## src/rtl/txffe_pkg.sv

```systemverilog
package txffe_pkg;

    // Tap roles in fixed order: 0 pre-cursor, 1 main, 2 post1, 3 post2.
    localparam int NTAPS     = 4;
    localparam int HIST_LEN  = NTAPS - 1;
    localparam int TAP_PRE   = 0;
    localparam int TAP_MAIN  = 1;
    localparam int TAP_POST1 = 2;
    localparam int TAP_POST2 = 3;

    typedef enum logic [1:0] {
        MODE_FREE = 2'd0,
        MODE_DE35 = 2'd1,
        MODE_DE60 = 2'd2,
        MODE_MAIN = 2'd3
    } ffe_mode_e;

    typedef enum logic {
        ST_FILL = 1'b0,
        ST_RUN  = 1'b1
    } fill_state_e;

endpackage

```

## src/rtl/txffe_fill_fsm.sv

```systemverilog
module txffe_fill_fsm
    import txffe_pkg::*;
#(
    parameter int FILL_LEN = HIST_LEN
) (
    input  logic clk,
    input  logic rst_n,
    input  logic ui_en,
    output logic run
);

    localparam int CNT_W = $clog2(FILL_LEN + 1);

    fill_state_e state_q, state_d;
    logic [CNT_W-1:0] cnt_q, cnt_d;

    // next-state logic
    always_comb begin
        state_d = state_q;
        cnt_d   = cnt_q;
        unique case (state_q)
            ST_FILL: begin
                if (ui_en) begin
                    if (cnt_q == CNT_W'(FILL_LEN - 1)) begin
                        state_d = ST_RUN;   // FILL_DONE
                        cnt_d   = '0;
                    end else begin
                        cnt_d = cnt_q + 1'b1;
                    end
                end
            end
            ST_RUN: begin
                state_d = ST_RUN;
            end
            default: begin
                state_d = ST_FILL;
                cnt_d   = '0;
            end
        endcase
    end

    // state register
    always_ff @(posedge clk or negedge rst_n) begin
        if (!rst_n) begin
            state_q <= ST_FILL;
            cnt_q   <= '0;
        end else begin
            state_q <= state_d;
            cnt_q   <= cnt_d;
        end
    end

    // outputs
    always_comb begin
        unique case (state_q)
            ST_RUN:  run = 1'b1;
            default: run = 1'b0;
        endcase
    end

endmodule

```

## src/rtl/txffe_history.sv

```systemverilog
module txffe_history
    import txffe_pkg::*;
#(
    parameter logic RST_BIT = 1'b0
) (
    input  logic             clk,
    input  logic             rst_n,
    input  logic             ui_en,
    input  logic             bit_in,
    output logic [NTAPS-1:0] taps
);

    logic [HIST_LEN-1:0] hist_q;

    always_ff @(posedge clk or negedge rst_n) begin
        if (!rst_n) begin
            hist_q <= {HIST_LEN{RST_BIT}};
        end else if (ui_en) begin
            hist_q <= {hist_q[HIST_LEN-2:0], bit_in};
        end
    end

    // The incoming bit is the advanced tap; older stages follow it.
    assign taps[TAP_PRE] = bit_in;
    for (genvar k = 1; k < NTAPS; k++) begin : g_tap
        assign taps[k] = hist_q[k-1];
    end

endmodule

```

## src/rtl/txffe_coef_sel.sv

```systemverilog
module txffe_coef_sel
    import txffe_pkg::*;
#(
    parameter int CW = 8
) (
    input  ffe_mode_e                 mode,
    input  logic [CW-1:0]             c_pre,
    input  logic [CW-1:0]             c_main,
    input  logic [CW-1:0]             c_post1,
    input  logic [CW-1:0]             c_post2,
    output logic [NTAPS-1:0][CW-1:0]  coef
);

    // Full-scale coefficient code and presets scaled from it so that
    // |main| + |post1| equals full scale.
    localparam int FS_C    = 2 ** (CW - 1) - 1;
    localparam int M35     = (FS_C * 834 + 500) / 1000;
    localparam int P35     = M35 - FS_C;
    localparam int M60     = (FS_C * 750 + 500) / 1000;
    localparam int P60     = M60 - FS_C;

    always_comb begin
        coef = '0;
        unique case (mode)
            MODE_FREE: begin
                coef[TAP_PRE]   = c_pre;
                coef[TAP_MAIN]  = c_main;
                coef[TAP_POST1] = c_post1;
                coef[TAP_POST2] = c_post2;
            end
            MODE_DE35: begin
                coef[TAP_MAIN]  = CW'(M35);
                coef[TAP_POST1] = CW'(P35);
            end
            MODE_DE60: begin
                coef[TAP_MAIN]  = CW'(M60);
                coef[TAP_POST1] = CW'(P60);
            end
            MODE_MAIN: begin
                coef[TAP_MAIN]  = CW'(FS_C);
            end
            default: coef = '0;
        endcase
    end

endmodule

```

## src/rtl/txffe_mac.sv

```systemverilog
module txffe_mac
    import txffe_pkg::*;
#(
    parameter int CW = 8
) (
    input  logic [NTAPS-1:0]          taps,
    input  logic [NTAPS-1:0][CW-1:0]  coef,
    output logic signed [CW+2:0]      sum_sat
);

    localparam int ACC_W = CW + 3;
    localparam int FS_O  = 2 ** (CW + 1) - 1;

    logic signed [ACC_W-1:0] term [NTAPS];
    logic signed [ACC_W-1:0] acc;

    for (genvar k = 0; k < NTAPS; k++) begin : g_term
        logic signed [ACC_W-1:0] c_ext;
        assign c_ext   = ACC_W'($signed(coef[k]));
        assign term[k] = taps[k] ? c_ext : -c_ext;
    end

    always_comb begin
        acc = '0;
        for (int k = 0; k < NTAPS; k++) begin
            acc = acc + term[k];
        end
    end

    always_comb begin
        if (acc > ACC_W'(FS_O)) begin
            sum_sat = ACC_W'(FS_O);
        end else if (acc < -ACC_W'(FS_O)) begin
            sum_sat = -ACC_W'(FS_O);
        end else begin
            sum_sat = acc;
        end
    end

endmodule

```

## src/rtl/txffe_combiner.sv

```systemverilog
module txffe_combiner
    import txffe_pkg::*;
#(
    parameter int   CW      = 8,
    parameter logic RST_BIT = 1'b0
) (
    input  logic                 clk,
    input  logic                 rst_n,
    input  logic                 ui_en,
    input  logic                 bit_in,
    input  logic [1:0]           mode_sel,
    input  logic [CW-1:0]        coef_pre,
    input  logic [CW-1:0]        coef_main,
    input  logic [CW-1:0]        coef_post1,
    input  logic [CW-1:0]        coef_post2,
    output logic signed [CW+2:0] amp_out,
    output logic                 amp_valid
);

    logic [NTAPS-1:0]         taps;
    logic [NTAPS-1:0][CW-1:0] coef;
    logic signed [CW+2:0]     sum_sat;
    logic                     run;
    ffe_mode_e                mode;

    assign mode = ffe_mode_e'(mode_sel);

    txffe_fill_fsm #(.FILL_LEN(HIST_LEN)) u_fsm (
        .clk   (clk),
        .rst_n (rst_n),
        .ui_en (ui_en),
        .run   (run)
    );

    txffe_history #(.RST_BIT(RST_BIT)) u_hist (
        .clk    (clk),
        .rst_n  (rst_n),
        .ui_en  (ui_en),
        .bit_in (bit_in),
        .taps   (taps)
    );

    txffe_coef_sel #(.CW(CW)) u_coef (
        .mode    (mode),
        .c_pre   (coef_pre),
        .c_main  (coef_main),
        .c_post1 (coef_post1),
        .c_post2 (coef_post2),
        .coef    (coef)
    );

    txffe_mac #(.CW(CW)) u_mac (
        .taps    (taps),
        .coef    (coef),
        .sum_sat (sum_sat)
    );

    always_ff @(posedge clk or negedge rst_n) begin
        if (!rst_n) begin
            amp_out   <= '0;
            amp_valid <= 1'b0;
        end else if (ui_en) begin
            if (run) begin
                amp_out   <= sum_sat;
                amp_valid <= 1'b1;
            end else begin
                amp_out   <= '0;
                amp_valid <= 1'b0;
            end
        end
    end

endmodule

```

## config.mk

```make
export PLATFORM = sky130hd
export DESIGN_NAME = txffe_combiner
export DESIGN_NICKNAME = d
export VERILOG_FILES = /design/src/rtl/txffe_pkg.sv /design/src/rtl/txffe_fill_fsm.sv /design/src/rtl/txffe_history.sv /design/src/rtl/txffe_coef_sel.sv /design/src/rtl/txffe_mac.sv /design/src/rtl/txffe_combiner.sv
export SDC_FILE = /design/constraint.sdc
export NUM_CORES = 1
export LEC_CHECK = 0
export CAP_MARGIN = 0
export CORE_ASPECT_RATIO = 1.25
export CORE_MARGIN = 1.5
export CORE_UTILIZATION = 26
export CTS_CLUSTER_SIZE = 20
export DETAILED_ROUTE_END_ITERATION = 10
export GPL_TIMING_DRIVEN = 1
export PLACE_DENSITY = 0.5
export REMOVE_ABC_BUFFERS = 1
export SLEW_MARGIN = 20
export SYNTH_ARGS = -nofsm -noshare
export SYNTH_HDL_FRONTEND = slang
export SYNTH_SLANG_ARGS = --single-unit
```

## constraint.sdc

```tcl
create_clock -name clk -period 5.6 [get_ports clk]
set_input_delay 1.12 -clock clk [delete_from_list [all_inputs] [get_ports clk]]
set_output_delay 1.12 -clock clk [all_outputs]
set_load 0.01 [all_outputs]
```

## Word-level counts from Yosys, hierarchy flattened

Index checks and enable logic that the tools add are counted.

| word-level totals | value |
|---|---|
| latch bits | 0 |
| flip-flop bits (word level) | 18 |
| RAM bits | 0 |
| bits of input ports | 38 |
| logic and storage cells | 39 |
| ROM bits | 0 |
| memories | 0 |

| operators by class | value |
|---|---|
| add/sub/neg operators | 8 |
| div/mod/pow operators | 0 |
| magnitude comparators | 2 |
| reduce and logical (&&, ||, !) cells | 2 |
| eq/ne operators | 4 |
| bitwise logic cells | 1 |
| mux-type cells | 17 |
| shifts and indexed selects | 0 |
| multiply operators | 0 |

Operator list:

| operator | number |
|---|---|
| 2-to-1 mux 11 bit | 7 |
| negation 8 -> 11 bit | 4 |
| adder 11 bit | 3 |
| case mux 8 bit (4 select lines) | 1 |
| case mux 8 bit (3 select lines) | 1 |
| 2-to-1 mux 8 bit | 2 |
| > comparator 11 x 10 -> 1 bit, second input constant | 1 |
| < comparator 11 x 10 -> 1 bit, second input constant | 1 |
| equality test 2 bit, second input constant | 3 |
| 2-to-1 mux 1 bit | 4 |
| adder 2 x 1 -> 2 bit, second input constant | 1 |
| equality test 2 x 1 -> 1 bit, second input constant | 1 |
| zero test 2 bit | 1 |
| 2-to-1 mux 2 bit | 1 |
| case mux 1 bit (2 select lines) | 1 |
| AND reduction 2 bit | 1 |
| inverter 1 bit | 1 |

## Longest topological paths before layout

Gate-level depths: netlist of run 1.

| logic depth | value |
|---|---|
| depth after elaboration | 11 |
| gate-level depth with buffers | 25 |
| mapped depth without buffers | 22 |

## Modules after synthesis

From an unflattened synthesis of run 1, not the netlist that was laid out.

| second synthesis, totals | value |
|---|---|
| cells, all modules | 340 |
| area total of the unflattened synthesis | 2831.5 um^2 |

Modules (own cells, without submodules):

| module | times used | area an instance (um^2) | cells an instance |
|---|---|---|---|
| txffe_mac | 1 | 1737.9 | 220 |
| txffe_combiner | 1 | 484.2 | 49 |
| txffe_coef_sel | 1 | 352.8 | 54 |
| txffe_fill_fsm | 1 | 140.1 | 10 |
| txffe_history | 1 | 116.4 | 7 |

## Worst setup path before layout of run 1

No wires, ideal clock.

| timing path | value |
|---|---|
| kind | input port to flip-flop |
| start point | input port mode_sel[0] |
| end point | register amp_out[1] |
| arrival time | 5.986 ns |
| stages on the path | 24 |
| setup time | 0.137 ns |
| data required time | 5.463 ns |
| setup slack | -0.523 ns |
| buffers on the path | 4 |
| path through | inv_1 > ha_1 > buf_6 > buf_6 > clkbuf_1 > clkbuf_1 > nand2_1 > ha_1 > inv_1 > o21ai_0 > fa_1 > inv_1 > fa_1 > inv_1 > ha_1 > fa_1 > a21o_1 > a21oi_1 > o21ai_0 > a31oi_1 > xor2_1 > a31oi_1 > o21bai_1 > o22ai_1 |

| on the way | value |
|---|---|
| word-level cells in the longest chain between the ends | 11 |
| elaborated cells on any way between the ends | 24 |
| those cells by class | 7 x add/sub; 2 x order compare; 3 x eq/ne; 11 x mux; 1 x reduce/logical |

RTL lines:

| what | RTL line | source |
|---|---|---|
| from (decl) | txffe_combiner.sv:11 | `input logic [1:0] mode_sel,` |
| equality test 2 bit (tied with other cells) | txffe_coef_sel.sv:24 | `unique case (mode)` |
| case mux 8 bit (4 select lines) / 2-to-1 mux 8 bit (equally long branches) | txffe_coef_sel.sv:24 |  |
| negation 8 -> 11 bit | txffe_mac.sv:20 | `assign term[k] = taps[k] ? c_ext : -c_ext;` |
| 2-to-1 mux 11 bit | txffe_mac.sv:20 |  |
| adder 11 bit (2 in a row) | txffe_mac.sv:26 | `acc = acc + term[k];` |
| adder 11 bit * | txffe_mac.sv:26 |  |
| < comparator 11 x 10 -> 1 bit | txffe_mac.sv:33 | `end else if (acc < -ACC_W'(FS_O)) begin` |
| 2-to-1 mux 11 bit | txffe_mac.sv:33 |  |
| 2-to-1 mux 11 bit * | txffe_mac.sv:31 | `if (acc > ACC_W'(FS_O)) begin` |
| 2-to-1 mux 11 bit * | txffe_combiner.sv:63 | `if (run) begin` |
| to (signal assigned) | txffe_combiner.sv:64 | `amp_out <= sum_sat;` |
| to (decl) | txffe_combiner.sv:16 | `output logic signed [CW+2:0] amp_out,` |

Mark *: on every way between the ends. The rest lies on a longest branch, timed or not.
A chain may end at the register's enable or synchronous reset.

## Worst setup path after layout of run 1

| timing path | value |
|---|---|
| start point | input port mode_sel[0] |
| end point | register amp_out[4] |

The elaborated chain is that of the path after synthesis.

==> flow_metrics.env, run 1 <==
export IMPL_run_status="finished, violations left"
export IMPL_failed_checks="DRC"
export IMPL_setup_violations_final=0
export IMPL_area_delta_synth_final_pct=49.18
export IMPL_globalRouteMet1Util_pct=15.20
export IMPL_slowest_delay_ns=0.52
export IMPL_global_route_peak_usage_layer="met2"
export IMPL_antenna_cells_inserted=0
export IMPL_routed_vias=3017
export IMPL_arrival_time_worst_endpoint_ns=5.44
export IMPL_detail_route_wirelength_mm=8.290
export IMPL_achievable_frequency_ghz=0.1873
export IMPL_wire_length_of_the_first_global_routing_pass_mm=13.61
export IMPL_crit_path_cell_trace="clkbuf_2 -> inv_2 -> ha_1 -> nor2b_4 -> a21oi_2 -> ha_2 -> nand3_2 -> nor3b_2 -> nor2_1 -> xor2_2 -> fa_1 -> inv_1 -> fa_1 -> inv_1 -> ha_1 -> o21ai_1 -> nand2b_1 -> a31o_2 -> a21oi_2 -> xor2_1 -> buf_4 -> buf_4 -> a21oi_1 -> o22ai_2"
export IMPL_timing_final_hold_violations=0
export IMPL_post_cts_hold_buffer_count=0
export IMPL_grt_overflow_total=0
export IMPL_num_io_pins=50
export IMPL_start_util_pct=26.79
export IMPL_coreArea_mm2=0.01114
export IMPL_static_leakage_power_nw=2.036
export IMPL_htree_num_levels=1
export IMPL_worst_path_max_delay_cell="sky130_fd_sc_hd__fa_1"
export IMPL_post_route_drc_count=6
export IMPL_fp_dieArea_mm2=0.01213
export IMPL_clk_root_buffer_cell="sky130_fd_sc_hd__clkbuf_16"
export IMPL_netlist_instances=392
export IMPL_drtIter0Drc=92
export IMPL_global_route_usage_met2_pct=26.81
export IMPL_cts_max_path_buffers=2
export IMPL_final_setup_skew_ns=0.002118
export IMPL_post_route_worst_setup_slack_ns=0.2598
export IMPL_fraction_of_the_yosys_area_taken_by_sequential_cells_pct=15.09
export IMPL_grt_max_degree=23
export IMPL_worstSetupStartpointType="primary input"
export IMPL_grtUsageMet3_pct=0.9112
export IMPL_async_flop_share_pct=100.0
export IMPL_clock_tree_from_tritoncts="yes"
export IMPL_number_of_nets_in_the_final_layout=585
export IMPL_critical_path_peak_fanout=8
export IMPL_place_gp_congestion=0.8424
export IMPL_critical_path_required_ns=5.70
export IMPL_drt_pass1_iter_count=7
export IMPL_clk_latency_ns=0.25
export IMPL_synth_edff_count=0
export IMPL_post_drt_wl_per_cell_um=12.91
export IMPL_cts_sink_count=18
export IMPL_crit_path_end_kind="flip-flop"
export IMPL_detailed_place_hpwl_mm=6.850
export IMPL_rows=43
export IMPL_vdd_drop_max_mv=0.2303
export IMPL_fillCellCount=1136
export IMPL_synthesis_yosys_warnings=0
export IMPL_tightest_slew_ns=0.8023
export IMPL_drv_slew=0
export IMPL_die_width_um=98.82
export IMPL_critical_path_class="primary input to flip-flop"
export IMPL_synth_top_flop_cell="sky130_fd_sc_hd__dfrtp_1"
export IMPL_place_port_buffers=49
export IMPL_netlist_cell_type_count=51
export IMPL_dp_slack_ns=-0.6417
export IMPL_global_route_usage_total_pct=13.80
export IMPL_final_layout_size_suffix_gt1_share_pct=26.82
export IMPL_utilization_pct=39.97
export IMPL_fp_dieH_um=122.8
export IMPL_synth_ff_latch_count=18
export IMPL_slew_headroom_pct=46.34
export IMPL_antenna_violations_before_repair=0
export IMPL_synth_area_per_cell_um2=7.613
export IMPL_vias_per_cell=4.699
export IMPL_min_period_over_period_pct=95.36
export IMPL_tritoncts_num_buffers=3
export IMPL_postRouteAntennaNets=0
export IMPL_post_route_min_period_ns=5.340
export IMPL_max_cap_check_violation_count=0
export IMPL_clk_pin_slew_worst_paths_ns=0.05
export IMPL_grt_pass1_vias=3024
export IMPL_p_per_area_mw_per_mm2=507.7
export IMPL_grt_setup_unrepaired="no"
export IMPL_hold_class="flip-flop to flip-flop"
export IMPL_mappedNetlistArea_mm2=0.002984
==> logic make-up after synthesis <==
group           count (synthesis)  share of synthesized area, %
mux                             6                         2.222
flops                          18                         15.09
fa+ha+maj                      39                         21.38
xor+xnor                       29                         9.014
buf+inv                        77                         10.48
simple gates                  111                         18.45
compound gates                112                         23.35
==> flip-flops by register name, summed over array words and instances (netlist names) <==
register and cells:
u_fsm.cnt_q 2, u_hist.hist_q 3, amp_valid 1, u_fsm.state_q 1, amp_out 11
==> per-layer routing <==
metal	wire length, µm	up-vias
li1	-	1547
met1	3304	1399
met2	4475	52
met3	202	19
met4	308	0
met5	0	-
==> final cells by class <==
class / count / area (µm²) / area share [%]
timing repair buffer: 126 / 1079 / 24.23
clock buffer: 4 / 88.84 / 1.996
sequential: 18 / 450.4 / 10.12
tap: 135 / 168.9 / 3.794
inverter: 62 / 232.7 / 5.228
multi-input combinational: 297 / 2432 / 54.64
==> final timing paths <==
kind	start	end	slack [ns]	cells after the start
max reg2reg	u_hist.hist_q[2]	amp_out[4]	1.37	17
max	mode_sel[0]	amp_out[4]	0.26	24
max in group asynchronous	rst_n	amp_out[9]	3.77	1
min	u_fsm.state_q	u_fsm.state_q	0.49	1
min reg2reg	u_fsm.state_q	u_fsm.state_q	0.49	1
min in group asynchronous	rst_n	u_hist.hist_q[0]	1.34	1
==> metrics by stage <==
stage / hold WS [ns] / instances / instance area [µm²] / total power (W) / TNS (ns)
finish: 0.4933 / 642 / 4452 / 0.002260 / 0
global route: 0.5193 / 642 / 4452 / 0.002488 / 0
CTS: 0.4954 / 639 / 4329 / 0.002143 / 0
detailed placement: 0.4816 / 628 / 4079 / 0.001778 / -5.884
global placement: 0.4741 / 628 / 4079 / 0.001759 / -5.485
floorplan: 0.4551 / 377 / 2904 / 0.001115 / -6.283
==> worst max-delay path: cells and delay by family <==
kind	cells	cell delay, ns
AO/OA/AOI/OAI	6	0.99
AND/OR/NAND/NOR	5	0.68
adder cells (fa/ha/maj)	5	1.79
buffers and inverters	6	0.59
XOR/XNOR	2	0.27
==> cells in the final DEF (no fill, tap or decap), types with 5 or more instances in the layout <==
cell type and n:
sky130_fd_sc_hd__clkdlybuf4s50_1 47, sky130_fd_sc_hd__fa_1 19, sky130_fd_sc_hd__buf_4 74, sky130_fd_sc_hd__nand2b_1 5
sky130_fd_sc_hd__xor2_1 15, sky130_fd_sc_hd__inv_1 60, sky130_fd_sc_hd__nor3_1 9, sky130_fd_sc_hd__dfrtp_1 18
sky130_fd_sc_hd__xnor2_1 10, sky130_fd_sc_hd__a21oi_1 35, sky130_fd_sc_hd__nand2_1 26, sky130_fd_sc_hd__mux2_2 5
sky130_fd_sc_hd__a21o_1 5, sky130_fd_sc_hd__nor2b_1 8, sky130_fd_sc_hd__nor2_1 36, sky130_fd_sc_hd__a21oi_2 7
sky130_fd_sc_hd__o21ai_0 21, sky130_fd_sc_hd__ha_1 13
==> cell usage after synthesis, drive strengths merged (3+ instances only) <==
cell    number  area, µm²
inv         62      232.7
a21oi       42      214.0
nor2        37      138.9
nand2       27      103.9
o21ai       24      123.9
fa          20      400.4
ha          19      237.7
dfrtp       18      450.4
xor2        16      140.1
nor3        12      60.06
xnor2       12      105.1
clkbuf      10      37.54
nor2b        9      56.30
nand3        6      30.03
o22ai        6      37.54
a21o         5      37.54
a31oi        5      31.28
buf          5      42.53
mux2         5      56.30
nand2b       5      31.28
a31o         4      35.03
and2         4      25.02
nor3b        4      35.03
o211ai       4      30.03
o21a         4      30.03
a211oi       3      27.52
or3          3      18.77
==> where the power goes <==
part	switching [W]	leakage (nW)	internal [W]
Sequential	0.0000353	0.213	0.000186
Clock	0.0000488	0.0442	0.000109
Combinational	0.000906	1.78	0.000975
==> timing repair <==
item	in CTS	in global routing
pin swaps	27	18
setup buffers	7	3
setup endpoints to repair	11	11
gates resized for setup	32	24
No activity file was read; power rests on OpenSTA's default activity.
==> inputs of run 2 (changes only) <==
--- a/config.mk
+++ b/config.mk
@@ -5,6 +5,7 @@
 export SDC_FILE = /design/constraint.sdc
 export NUM_CORES = 1
 export LEC_CHECK = 0
+export ABC_AREA = 1
 export CAP_MARGIN = 0
 export CORE_ASPECT_RATIO = 1.25
 export CORE_MARGIN = 1.5
@@ -14,6 +15,7 @@
 export GPL_TIMING_DRIVEN = 1
 export PLACE_DENSITY = 0.5
 export REMOVE_ABC_BUFFERS = 1
+export SETUP_SLACK_MARGIN = 0.4
 export SLEW_MARGIN = 20
 export SYNTH_ARGS = -nofsm -noshare
 export SYNTH_HDL_FRONTEND = slang
==> flow_metrics.env, run 2 <==
export IMPL_drtIter0Drc=82
export IMPL_worstSetupStartpointType="primary input"
export IMPL_totalPowerFinal_w=0.002347
export IMPL_utilization_pct=42.77
export IMPL_synthDominantAreaCellType="sky130_fd_sc_hd__dfrtp_1"
export IMPL_timing_critical_path_mode_cell="sky130_fd_sc_hd__buf_4"
export IMPL_htree_num_levels=1
export IMPL_tritoncts_num_buffers=3
export IMPL_synth_most_common_cell="sky130_fd_sc_hd__nand2_1"
export IMPL_post_route_min_period_ns=5.017
export IMPL_placed_area_mm2=0.003857
export IMPL_critical_path_peak_fanout=6
export IMPL_critical_path_class="primary input to flip-flop"
export IMPL_hold_class="flip-flop to flip-flop"
export IMPL_global_route_usage_total_pct=14.58
export IMPL_die_width_um=96.46
export IMPL_routed_vias=2949
export IMPL_post_cts_hold_buffer_count=0
export IMPL_placed_cells=653
export IMPL_worst_path_max_delay_cell="sky130_fd_sc_hd__fa_1"
export IMPL_fp_dieArea_mm2=0.01156
export IMPL_vdd_drop_max_mv=0.2315
export IMPL_largest_registers="amp_out x11, u_hist.hist_q x3, u_fsm.cnt_q x2"
export IMPL_start_util_pct=26.74
export IMPL_arrival_time_worst_endpoint_ns=5.16
export IMPL_final_setup_skew_ns=0.001847
export IMPL_grt_setup_unrepaired="yes"
export IMPL_drv_slew=0
export IMPL_post_drt_wl_per_cell_um=11.59
export IMPL_clk_latency_ns=0.25
export IMPL_run_status="complete, no violations"
export IMPL_setup_violations_final=0
export IMPL_tightest_slew_ns=0.8129
export IMPL_grt_pass1_vias=3053
export IMPL_synth_ff_latch_count=18
export IMPL_place_gp_congestion=0.8246
export IMPL_timing_final_hold_violations=0
export IMPL_globalRouteMet1Util_pct=16.21
export IMPL_postRouteAntennaNets=0
export IMPL_final_layout_size_suffix_gt1_share_pct=33.27
export IMPL_synth_top_flop_cell="sky130_fd_sc_hd__dfrtp_1"
export IMPL_num_io_pins=50
export IMPL_drt_pass1_iter_count=4
export IMPL_multi_input_comb_area_mm2=0.002374
export IMPL_antenna_violations_before_repair=0
export IMPL_async_flop_share_pct=100.0
export IMPL_clock_tree_from_tritoncts="yes"
export IMPL_slowest_delay_ns=0.55
export IMPL_clk_pin_slew_worst_paths_ns=0.05
export IMPL_rows=42
export IMPL_static_leakage_power_nw=2.310
export IMPL_area_delta_synth_final_pct=59.94
export IMPL_area_sequential_um2=450.4
export IMPL_antenna_cells_inserted=0
export IMPL_synth_area_per_cell_um2=6.680
export IMPL_wire_length_of_the_first_global_routing_pass_mm=13.34
export IMPL_max_cap_check_violation_count=0
export IMPL_place_port_buffers=49
export IMPL_registers_top_by_ff_count="amp_out"
export IMPL_grtUsageMet3_pct=0.6971
export IMPL_clk_root_buffer_cell="sky130_fd_sc_hd__clkbuf_16"
export IMPL_fillCellCount=1103
export IMPL_cts_max_path_buffers=2
export IMPL_final_area_mm2=0.004541
export IMPL_synth_top_area_share_pct=15.87
export IMPL_vias_per_cell=4.343
export IMPL_finalNonFillerCells=679
export IMPL_grt_max_degree=19
export IMPL_final_common_cell="sky130_fd_sc_hd__nand2_1"
export IMPL_post_synth_main_area_contributors="sky130_fd_sc_hd__dfrtp_1 (16%), sky130_fd_sc_hd__nand2_1 (15%), sky130_fd_sc_hd__fa_1 (14%)"
export IMPL_fp_dieH_um=119.8
export IMPL_mappedNetlistArea_mm2=0.002839
export IMPL_synthesis_yosys_warnings=0
export IMPL_synth_top_cells_by_count="sky130_fd_sc_hd__nand2_1 (112), sky130_fd_sc_hd__inv_1 (84), sky130_fd_sc_hd__nand3_1 (31)"
export IMPL_global_route_usage_met2_pct=29.02
export IMPL_netlist_instances=425
export IMPL_netlist_cell_type_count=36
export IMPL_achievable_frequency_ghz=0.1993
export IMPL_crit_path_end_kind="flip-flop"
export IMPL_grt_overflow_total=0
export IMPL_post_route_drc_count=0
export IMPL_fraction_of_the_yosys_area_taken_by_sequential_cells_pct=15.87
export IMPL_largest_register_ffs=11
export IMPL_critical_path_required_ns=5.74
export IMPL_slew_headroom_pct=45.64
export IMPL_p_per_area_mw_per_mm2=516.9
export IMPL_synth_edff_count=0
export IMPL_number_of_nets_in_the_final_layout=625
export IMPL_layout_common_cells="sky130_fd_sc_hd__nand2_1 (92), sky130_fd_sc_hd__inv_1 (72), sky130_fd_sc_hd__buf_4 (68)"
export IMPL_detail_route_wirelength_mm=7.873
export IMPL_coreArea_mm2=0.01062
export IMPL_min_period_over_period_pct=89.59
export IMPL_cts_sink_count=18
export IMPL_detailed_place_hpwl_mm=6.495
export IMPL_global_route_peak_usage_layer="met2"
==> run 2: cell count changes after synthesis, sizes merged, moves of 5 or more <==
cell,before,now
nand4,0,5
mux2,5,0
nand2b,5,0
o21ai,24,19
nor2b,9,0
nand2,27,120
nand3,6,35
inv,62,92
clkbuf,10,4
nor2,37,32
a21oi,42,14
o22ai,6,0
nor3,12,3
==> run 2: cells by family after synthesis <==
| kind of cell | synth area share, % |
|---|---|
| XOR/XNOR | 8.947 |
| AO/OA/AOI/OAI | 8.022 |
| adder cells (fa/ha/maj) | 22.48 |
| buffers and inverters | 13.88 |
| AND/OR/NAND/NOR | 30.81 |
| flip-flops | 15.87 |
==> run 2: repair_timing <==
action	in CTS	in global routing
setup endpoints to repair	11	11
buffers inserted	17	5
resized for setup	56	66
pin swaps	19	46
endpoints found under the hold margin	0	0
==> run 2: worst paths after layout <==
check / cells past startpoint / slack [ns] / to / from
min in group asynchronous: 1 / 1.34 / amp_valid / rst_n
max in group asynchronous: 1 / 3.75 / amp_out[4] / rst_n
min: 2 / 0.47 / amp_valid / amp_valid
max: 31 / 0.58 / amp_out[0] / mode_sel[1]
max reg2reg: 23 / 1.47 / amp_out[0] / u_hist.hist_q[0]
min reg2reg: 2 / 0.47 / amp_valid / amp_valid
==> run 2: final cells by class <==
cell class / instances / share of cell area [%]
well taps: 132 / 3.637
clock buffers: 4 / 1.956
multi-input cells: 307 / 52.27
flip-flops and latches: 18 / 9.920
inverters: 93 / 7.964
repair buffers: 125 / 24.25
==> run 2: power breakdown <==
group	leakage (nW)	internal, W	total [W]	switching, W
sequential	0.218	0.000187	0.000217	0.0000306
combinational	2.05	0.000982	0.00197	0.000990
clock	0.0442	0.000109	0.000158	0.0000496
==> run 2: routing by layer <==
metal  wire length [µm]  share of wire [%]  up-vias
li1                   -                  -     1534
met5                  0                  0        -
met1               3105                 39     1362
met2               4504                 57       47
met4                 94                1.2        0
met3                169                2.1        6
==> run 2: worst max-delay path: cells and delay by family <==
kind | cells | cell delay (ns)
buffers and inverters | 16 | 1.79
adders and majority gates | 4 | 1.44
AOI/OAI and AO/OA | 2 | 0.20
and+or+nand+nor | 9 | 0.60
==> run 2: metrics by stage <==
step	hold WS [ns]	setup slack, ns	TNS (ns)
3_3_place_gp	0.4583	-0.4749	-4.624
3_5_place_dp	0.4610	-0.4884	-4.926
5_1_grt	0.5013	0.3428	0
6_report	0.4701	0.5828	0
4_1_cts	0.4733	0.4123	0
2_1_floorplan	0.4648	0.1974	0
